**config.mk**
```make
export PLATFORM = sky130hd
export DESIGN_NAME = mdio_cmd_ctrl
export DESIGN_NICKNAME = d
export VERILOG_FILES = /design/src/rtl/mdio_cmd_ctrl.sv
export SDC_FILE = /design/constraint.sdc
export NUM_CORES = 1
export LEC_CHECK = 0
export BUFFER_PORTS_ARGS = -buffer_cell sky130_fd_sc_hd__clkbuf_2
export CORE_ASPECT_RATIO = 0.5
export CORE_UTILIZATION = 35
export CTS_CLUSTER_DIAMETER = 120
export CTS_CLUSTER_SIZE = 24
export DETAILED_ROUTE_END_ITERATION = 6
export GPL_ROUTABILITY_DRIVEN = 0
export GPL_TIMING_DRIVEN = 0
export PLACE_DENSITY = 0.62
export SLEW_MARGIN = 20
export SYNTH_ARGS = -nofsm -noshare
export SYNTH_HDL_FRONTEND = slang
export SYNTH_SLANG_ARGS = --single-unit
```
**constraint.sdc**
```tcl
create_clock -name clk -period 4.2 [get_ports clk]
set_input_delay 0 -clock clk [delete_from_list [all_inputs] [get_ports clk]]
set_output_delay 0 -clock clk [all_outputs]
set_load 0.01 [all_outputs]
```
**src/rtl/mdio_cmd_ctrl.sv**
```systemverilog
module mdio_cmd_ctrl #(
  parameter int DIV_W     = 8,
  parameter int DIV_RESET = 2
) (
  input  logic        clk,
  input  logic        rst_n,
  input  logic        wr_en,
  input  logic [1:0]  wr_addr,
  input  logic [15:0] wr_data,
  input  logic [1:0]  rd_addr,
  output logic [15:0] rd_data,
  output logic        mdc,
  output logic        mdio_o,
  output logic        mdio_oe,
  input  logic        mdio_i
);
  localparam int FRAME_BITS = 64;
  localparam int BIT_W      = $clog2(FRAME_BITS);
  localparam int TA_POS     = 46;
  localparam int DATA_POS   = 48;

  logic                  busy, wr_op, mdc_q;
  logic [4:0]            phy_q, reg_q;
  logic [15:0]           data_q;
  logic [DIV_W-1:0]      half_q, hcnt, half_eff;
  logic [BIT_W-1:0]      bitn;
  logic [FRAME_BITS-1:0] sh;

  assign half_eff = (half_q == '0) ? DIV_W'(1) : half_q;
  assign mdc      = mdc_q;
  assign mdio_oe  = busy && (wr_op || bitn < BIT_W'(TA_POS));
  assign mdio_o   = mdio_oe & sh[FRAME_BITS-1];

  always_comb begin
    case (rd_addr)
      2'd0:    rd_data = {busy, 4'b0, wr_op, phy_q, reg_q};
      2'd1:    rd_data = data_q;
      2'd2:    rd_data = 16'(half_q);
      default: rd_data = '0;
    endcase
  end

  always_ff @(posedge clk) begin
    if (!rst_n) begin
      busy   <= 1'b0;
      wr_op  <= 1'b0;
      mdc_q  <= 1'b0;
      phy_q  <= '0;
      reg_q  <= '0;
      data_q <= '0;
      half_q <= DIV_W'(DIV_RESET);
      hcnt   <= '0;
      bitn   <= '0;
      sh     <= '0;
    end else if (!busy) begin
      if (wr_en) begin
        case (wr_addr)
          2'd0: begin
            wr_op <= wr_data[10];
            phy_q <= wr_data[9:5];
            reg_q <= wr_data[4:0];
            busy  <= 1'b1;
            mdc_q <= 1'b0;
            hcnt  <= '0;
            bitn  <= '0;
            sh    <= {32'hFFFF_FFFF, 2'b01,
                      wr_data[10] ? 2'b01 : 2'b10,
                      wr_data[9:5], wr_data[4:0],
                      wr_data[10] ? 2'b10 : 2'b00, data_q};
          end
          2'd1: data_q <= wr_data;
          2'd2: half_q <= wr_data[DIV_W-1:0];
          default: ;
        endcase
      end
    end else if (hcnt == half_eff - DIV_W'(1)) begin
      hcnt <= '0;
      if (!mdc_q) begin
        mdc_q <= 1'b1;
        if (!wr_op && bitn >= BIT_W'(DATA_POS))
          data_q <= {data_q[14:0], mdio_i};
      end else begin
        mdc_q <= 1'b0;
        if (bitn == BIT_W'(FRAME_BITS-1)) begin
          busy <= 1'b0;
        end else begin
          bitn <= bitn + BIT_W'(1);
          sh   <= {sh[FRAME_BITS-2:0], 1'b0};
        end
      end
    end else begin
      hcnt <= hcnt + DIV_W'(1);
    end
  end

  a_r3_start: assert property (@(posedge clk) disable iff (!rst_n)
    (!busy && wr_en && wr_addr == 2'd0) |=> (busy && bitn == '0 && !mdc_q));

  a_r4_busy_ignores: assert property (@(posedge clk) disable iff (!rst_n)
    (busy && wr_en) |=> $stable({wr_op, phy_q, reg_q, half_q}));

  a_r9_idle_quiet: assert property (@(posedge clk) disable iff (!rst_n)
    !busy |-> (!mdc_q && !mdio_oe));

  a_r9_change_on_fall: assert property (@(posedge clk) disable iff (!rst_n)
    (busy && $past(busy) && !$fell(mdc_q)) |-> $stable(mdio_o));

  a_r7_sample_on_rise: assert property (@(posedge clk) disable iff (!rst_n)
    (busy && $past(busy) && !$rose(mdc_q)) |-> $stable(data_q));
endmodule

```
# ---- Yosys cells after proc, flatten, opt, wreduce, memory -nomap -nowiden
# Cells that the tools add are included.
dict set report totals {
  register_bits 115
  inputBits 24
  out_inout_bits 19
  word_cells 81
}
dict set report classes {
  add_sub_neg 3
  n_lt_le_gt_ge 2
  eq_ne 11
  muxes 37
  n_bitwise 2
  reduce_logical 16
}
# operator n
set op_table {}
lappend op_table {{$mux 64} 6}
lappend op_table {{$mux 16} 6}
lappend op_table {{$pmux 16 s3} 1}
lappend op_table {{$mux 8} 5}
lappend op_table {{$mux 6} 6}
lappend op_table {{$mux 1} 11}
lappend op_table {{$reduce_and 5->1} 2}
lappend op_table {{$reduce_and 3->1} 3}
lappend op_table {{$add 8x1->8 const B} 1}
lappend op_table {{$eq 8x8->1} 1}
lappend op_table {{$logic_not 8->1} 1}
lappend op_table {{$sub 8x1->8 const B} 1}
lappend op_table {{$add 6x1->6 const B} 1}
lappend op_table {{$eq 6x6->1 const B} 1}
lappend op_table {{$ge 6x6->1 const B} 1}
lappend op_table {{$lt 6x6->1 const B} 1}
lappend op_table {{$ne 2x1->1 const B} 3}
lappend op_table {{$reduce_bool 2->1} 3}
lappend op_table {{$eq 2x1->1 const B} 2}
lappend op_table {{$eq 2x2->1 const B} 2}
lappend op_table {{$logic_not 2->1} 2}
lappend op_table {{$mux 2} 2}
lappend op_table {{$ne 2x2->1 const B} 2}
lappend op_table {{$logic_and 1x1->1} 2}
lappend op_table {{5 further kinds} 5}

# ---- Longest topological paths before layout
dict set report depth {
  word_depth 6
  ltp_mapped 12
  mapped_depth_nobuf 9
}

# ---- Least setup slack after synthesis
# No wires, ideal clock.
dict set report synth_timing {
  kind {register to register}
  from {reg half_q[4]}
  to {reg sh[63]}
  setup_ns 0.119
  arrival_time_ns 3.215
  required_ns 4.081
  slack_ns 0.866
  path_stages_with_launch 13
  n_path_buf 3
  synth_period_minus_slack_ns 3.334
  path_cell_list {dfxtp_1 > buf_6 > or4_4 > o21ba_2 > ha_1 > xnor2_1 > a21oi_1 > nand3b_1 > or4_4 > or4_1 > buf_2 > buf_6 > o221a_1}
}
dict set report synth_between {
  elab_chain_cells 6
}
# element line_no
set synth_rtl {}
lappend synth_rtl {{from (decl)} 25} ;# logic [DIV_W-1:0] half_q, hcnt, half_eff;
lappend synth_rtl {{from (signal assigned)} 51} ;# half_q <= DIV_W'(DIV_RESET);
lappend synth_rtl {{from (signal assigned)} 72} ;# 2'd2: half_q <= wr_data[DIV_W-1:0];
lappend synth_rtl {{$logic_not 8->1} 29} ;# assign half_eff = (half_q == '0) ? DIV_W'(1) : half_q;
lappend synth_rtl {{$mux 8 (*)} 29}
lappend synth_rtl {{$sub 8x1->8 (*)} 76} ;# end else if (hcnt == half_eff - DIV_W'(1)) begin
lappend synth_rtl {{$eq 8x8->1 (*)} 76}
lappend synth_rtl {{$ne 2x1->1 (no source line) (*)} -}
lappend synth_rtl {{$reduce_and 5->1 (no source line) (*)} -}
lappend synth_rtl {{to (signal assigned)} 66} ;# sh <= {32'hFFFF_FFFF, 2'b01,
lappend synth_rtl {{to (signal assigned)} 88} ;# sh <= {sh[FRAME_BITS-2:0], 1'b0};
lappend synth_rtl {{to (decl)} 27} ;# logic [FRAME_BITS-1:0] sh;
# Every way passes the cells marked *; elsewhere a longest branch is shown, timed or not.
# A chain may end at the register's enable or synchronous reset.

# ---- Worst setup path after layout
dict set report layout_timing {
  from {reg half_q[4]}
  to {reg sh[9]}
}
# Same word-level chain as after synthesis.

==> metrics.txt <==
status=completed; post-synth top area share=0.4119; Hold Crit Depth=3; Layout Cells excl Fill=939; Placed Instances=890; max cap viols=0; EDFF count, synth=0; Slew @ Worst Pin=~0.90 ns; Arrival @ worst endpoint=3.96 ns; PortBufs=41; Synth Area in Compound Gates=0.1460; register area=0.002302 mm²; internal reg-to-reg setup slack=0.53 ns; TritonCTS clock tree=built; Area contributors post-synth=dfxtp_1 41%, nand2_1 13%, mux2i_1 12%; starting DRC count in detailed routing=~300; Worst Path Max Fanout=10; area share of fa/ha/maj cells after synthesis=0.006716; Net Count, Synth=672; crit-path cells=buf_6, or4_4, o21ba_2, ha_1, nand2b_1, a21oi_1, o31ai_1, nor3_1, a21oi_1, buf_2, buf_2, mux2i_1; #FFs+latches synth=115; pwr dens=around 430 mW/mm²; H-tree depth=4; CTS Sinks=between 100 and 150; Slowest Stage Delay on Critical Path=around 0.76 ns; fmax=272.6 MHz; Worst Path Class, Setup=reg -> reg; Post-synth top cells=193 x nand2_1, 115 x dfxtp_1, 65 x mux2i_1; Inserted Diodes=0; RSZ-0062 raised after global routing=false; Worst setup SP type=flip-flop; slowest stage cell, crit path=nor3_1; Setup Viol. Count Final=0; crit path launch=half_q[4]$_SDFFE_PN0P_; sum of negative setup slack=0 ns; crit path capture type=flip-flop; Main synth FF type=dfxtp_1; Inserted Clock Buffers=17; DR WL/cell=15.29 µm; Post-Synthesis Cells=between 600 and 700; worst skew pair latency=roughly 0.41 ns; Die H=91.36 µm; vias in the first global route=4808; Slew HR=0.3959; nets@finish=749; GRT overflow=0; minimum clock period=3.668 ns; syn_area_per_cell=8.665 µm²; CP Data Required Time=roughly 4.5 ns; root buf cell=clkbuf_16; post-synthesis simple-gate area fraction=0.2169; fin. max-slew vios=0; HPWL Detailed=9981 µm; Die ar.=~0.017 mm²; RR Startpoint=half_q[4]$_SDFFE_PN0P_; DR vias/cell=5.158; post-synthesis xor/xnor area fraction=0.01724; cell with the most instances after synthesis=nand2_1; yosys warns=0; Final Cycle Share=0.8734; overall routing resource usage=0.1799; Mapped Area=0.005589 mm²; largest family of logic cells by synthesized area=simple AND/OR/NAND/NOR gates; DIE WIDTH=180.7 µm; DR pass1 iterations=5; Vias=between 4k and 5k; leakage=about 2.8 nW; Max IR drop VDD=0.0002882 V; Clock transition at path regs=around 0.06 ns; Synth cell types=50; Fin. Hold Viols=0; largest area contributor in the synthesized netlist=dfxtp_1; Worst Setup EP=sh[9]$_SDFFE_PN0P_; Initial Util=0.3607; final WL=14360 µm; antenna violations before repair=0; multi-input logic area=0.003047 mm²; FF-to-FF End=sh[9]$_SDFFE_PN0P_; setup repair bufs after CTS=0; Synth-to-Final Area Change=22.21%; clk buf depth=2; largest net degree at the start of global routing=17; first-pass GRT wire length=23830 µm; # fillers=1485; Site Rows=32; Clock Skew=0.01002 ns; mux contribution to synthesized area=0.1567; CTS resizes=0; total core area=0.01549 mm²; IO Pins=43; layout cell share with drive strength beyond 1=0.1537; async set-reset flop share out of synthesis=0; R2R cell count=12; register area share after synthesis=0.4119; Post-DRT Antenna Nets=0; hold crit path type=in -> reg; # DRC=0
## stage by stage
| step | area [µm²] | setup slack, ns | power, W | hold WS [ns] | utilization |
|---|---|---|---|---|---|
| 2_1_floorplan | 5589 | 0.8660 | 0.001363 | 0.1300 | - |
| 3_3_place_gp | 6050 | 0.2286 | 0.001440 | 0.2646 | 0.3904 |
| 3_5_place_dp | 6050 | 0.2294 | 0.001446 | 0.2786 | 0.3904 |
| 4_1_cts | 6822 | 0.1960 | 0.002927 | 0.04372 | 0.4402 |
| 5_1_grt | 6830 | 0.3216 | 0.003019 | 0.08341 | 0.4408 |
| 6_report | 6830 | 0.5319 | 0.002919 | 0.04713 | 0.4408 |
## routing by layer
layer	GRT usage	vias up	wire length [µm]
met5	0	-	0
met4	0.07479	0	352
met3	0.03971	30	656
met2	0.3002	92	6526
met1	0.2248	2319	6827
li1	-	2402	-
## worst min-delay path by stage
stage	from	to	slack [ns]
final	rst_n	bitn[0]$_SDFFE_PN0P_	0.05
after global routing	rst_n	bitn[4]$_SDFFE_PN0P_	0.08
after CTS	rst_n	bitn[1]$_SDFFE_PN0P_	0.04
after detailed placement	wr_data[10]	wr_op$_SDFFE_PN0P_	0.28
after global placement	wr_data[8]	phy_q[3]$_SDFFE_PN0P_	0.26
after floorplan	rd_addr[1]	rd_data[0]	0.13
## sequential cells by signal, summed over array words and instances, names as in the netlist
register  flops
busy          1
hcnt          8
wr_op         1
mdc           1
phy_q         5
reg_q         5
bitn          6
half_q        8
data_q       16
sh           64
## final cells by class
cell class	count	area share
Inverter	7	0.003847
Buffer	48	0.03261
Tap cell	204	0.03737
Clock inverter	13	0.02326
Sequential cell	115	0.3371
Clock buffer	19	0.06485
Timing Repair Buffer	58	0.05496
Multi-Input combinational cell	475	0.4461
## logic make-up (layout without fill, tap and decap cells)
group | count (synthesis) | count (layout)
xor+xnor | 11 | 11
buf+inv | 55 | 145
compound gates | 101 | 101
flops | 115 | 115
fa+ha+maj | 3 | 3
mux | 85 | 85
simple gates | 275 | 275
## cells in the final DEF, fill, tap and decap left out, drive strengths merged, types with 13 or more instances in the layout
cell type | synthesis | layout
mux2i | 65 | 65
dfxtp | 115 | 115
a21oi | 16 | 16
nand2 | 193 | 193
o21ai | 18 | 18
mux2 | 20 | 20
a21boi | 13 | 13
o221a | 33 | 33
dlygate4sd3 | 0 | 17
nor2 | 18 | 18
clkbuf | 36 | 96
## report_power, final
part / leakage [nW] / total, W / switching (W) / internal (W)
Clock: 0.277 / 0.00148 / 0.000532 / 0.000946
Combinational: 1.62 / 0.000279 / 0.000164 / 0.000115
Sequential: 0.935 / 0.00116 / 0.0000289 / 0.00113
## critical path, delay by kind of cell (launching register included)
family | cells | cell delay [ns]
and+or+nand+nor | 3 | 1.47
buffers and inverters | 3 | 0.68
muxes | 1 | 0.15
AOI/OAI and AO/OA | 4 | 0.69
DFF | 1 | 0.30
adders and majority gates | 1 | 0.25
## what timing repair did
item	4_1_cts	5_1_grt
hold buffers	17	0
endpoints found under the hold margin	25	0
setup endpoints to repair	0	0
(Power assumes the default switching activity.)
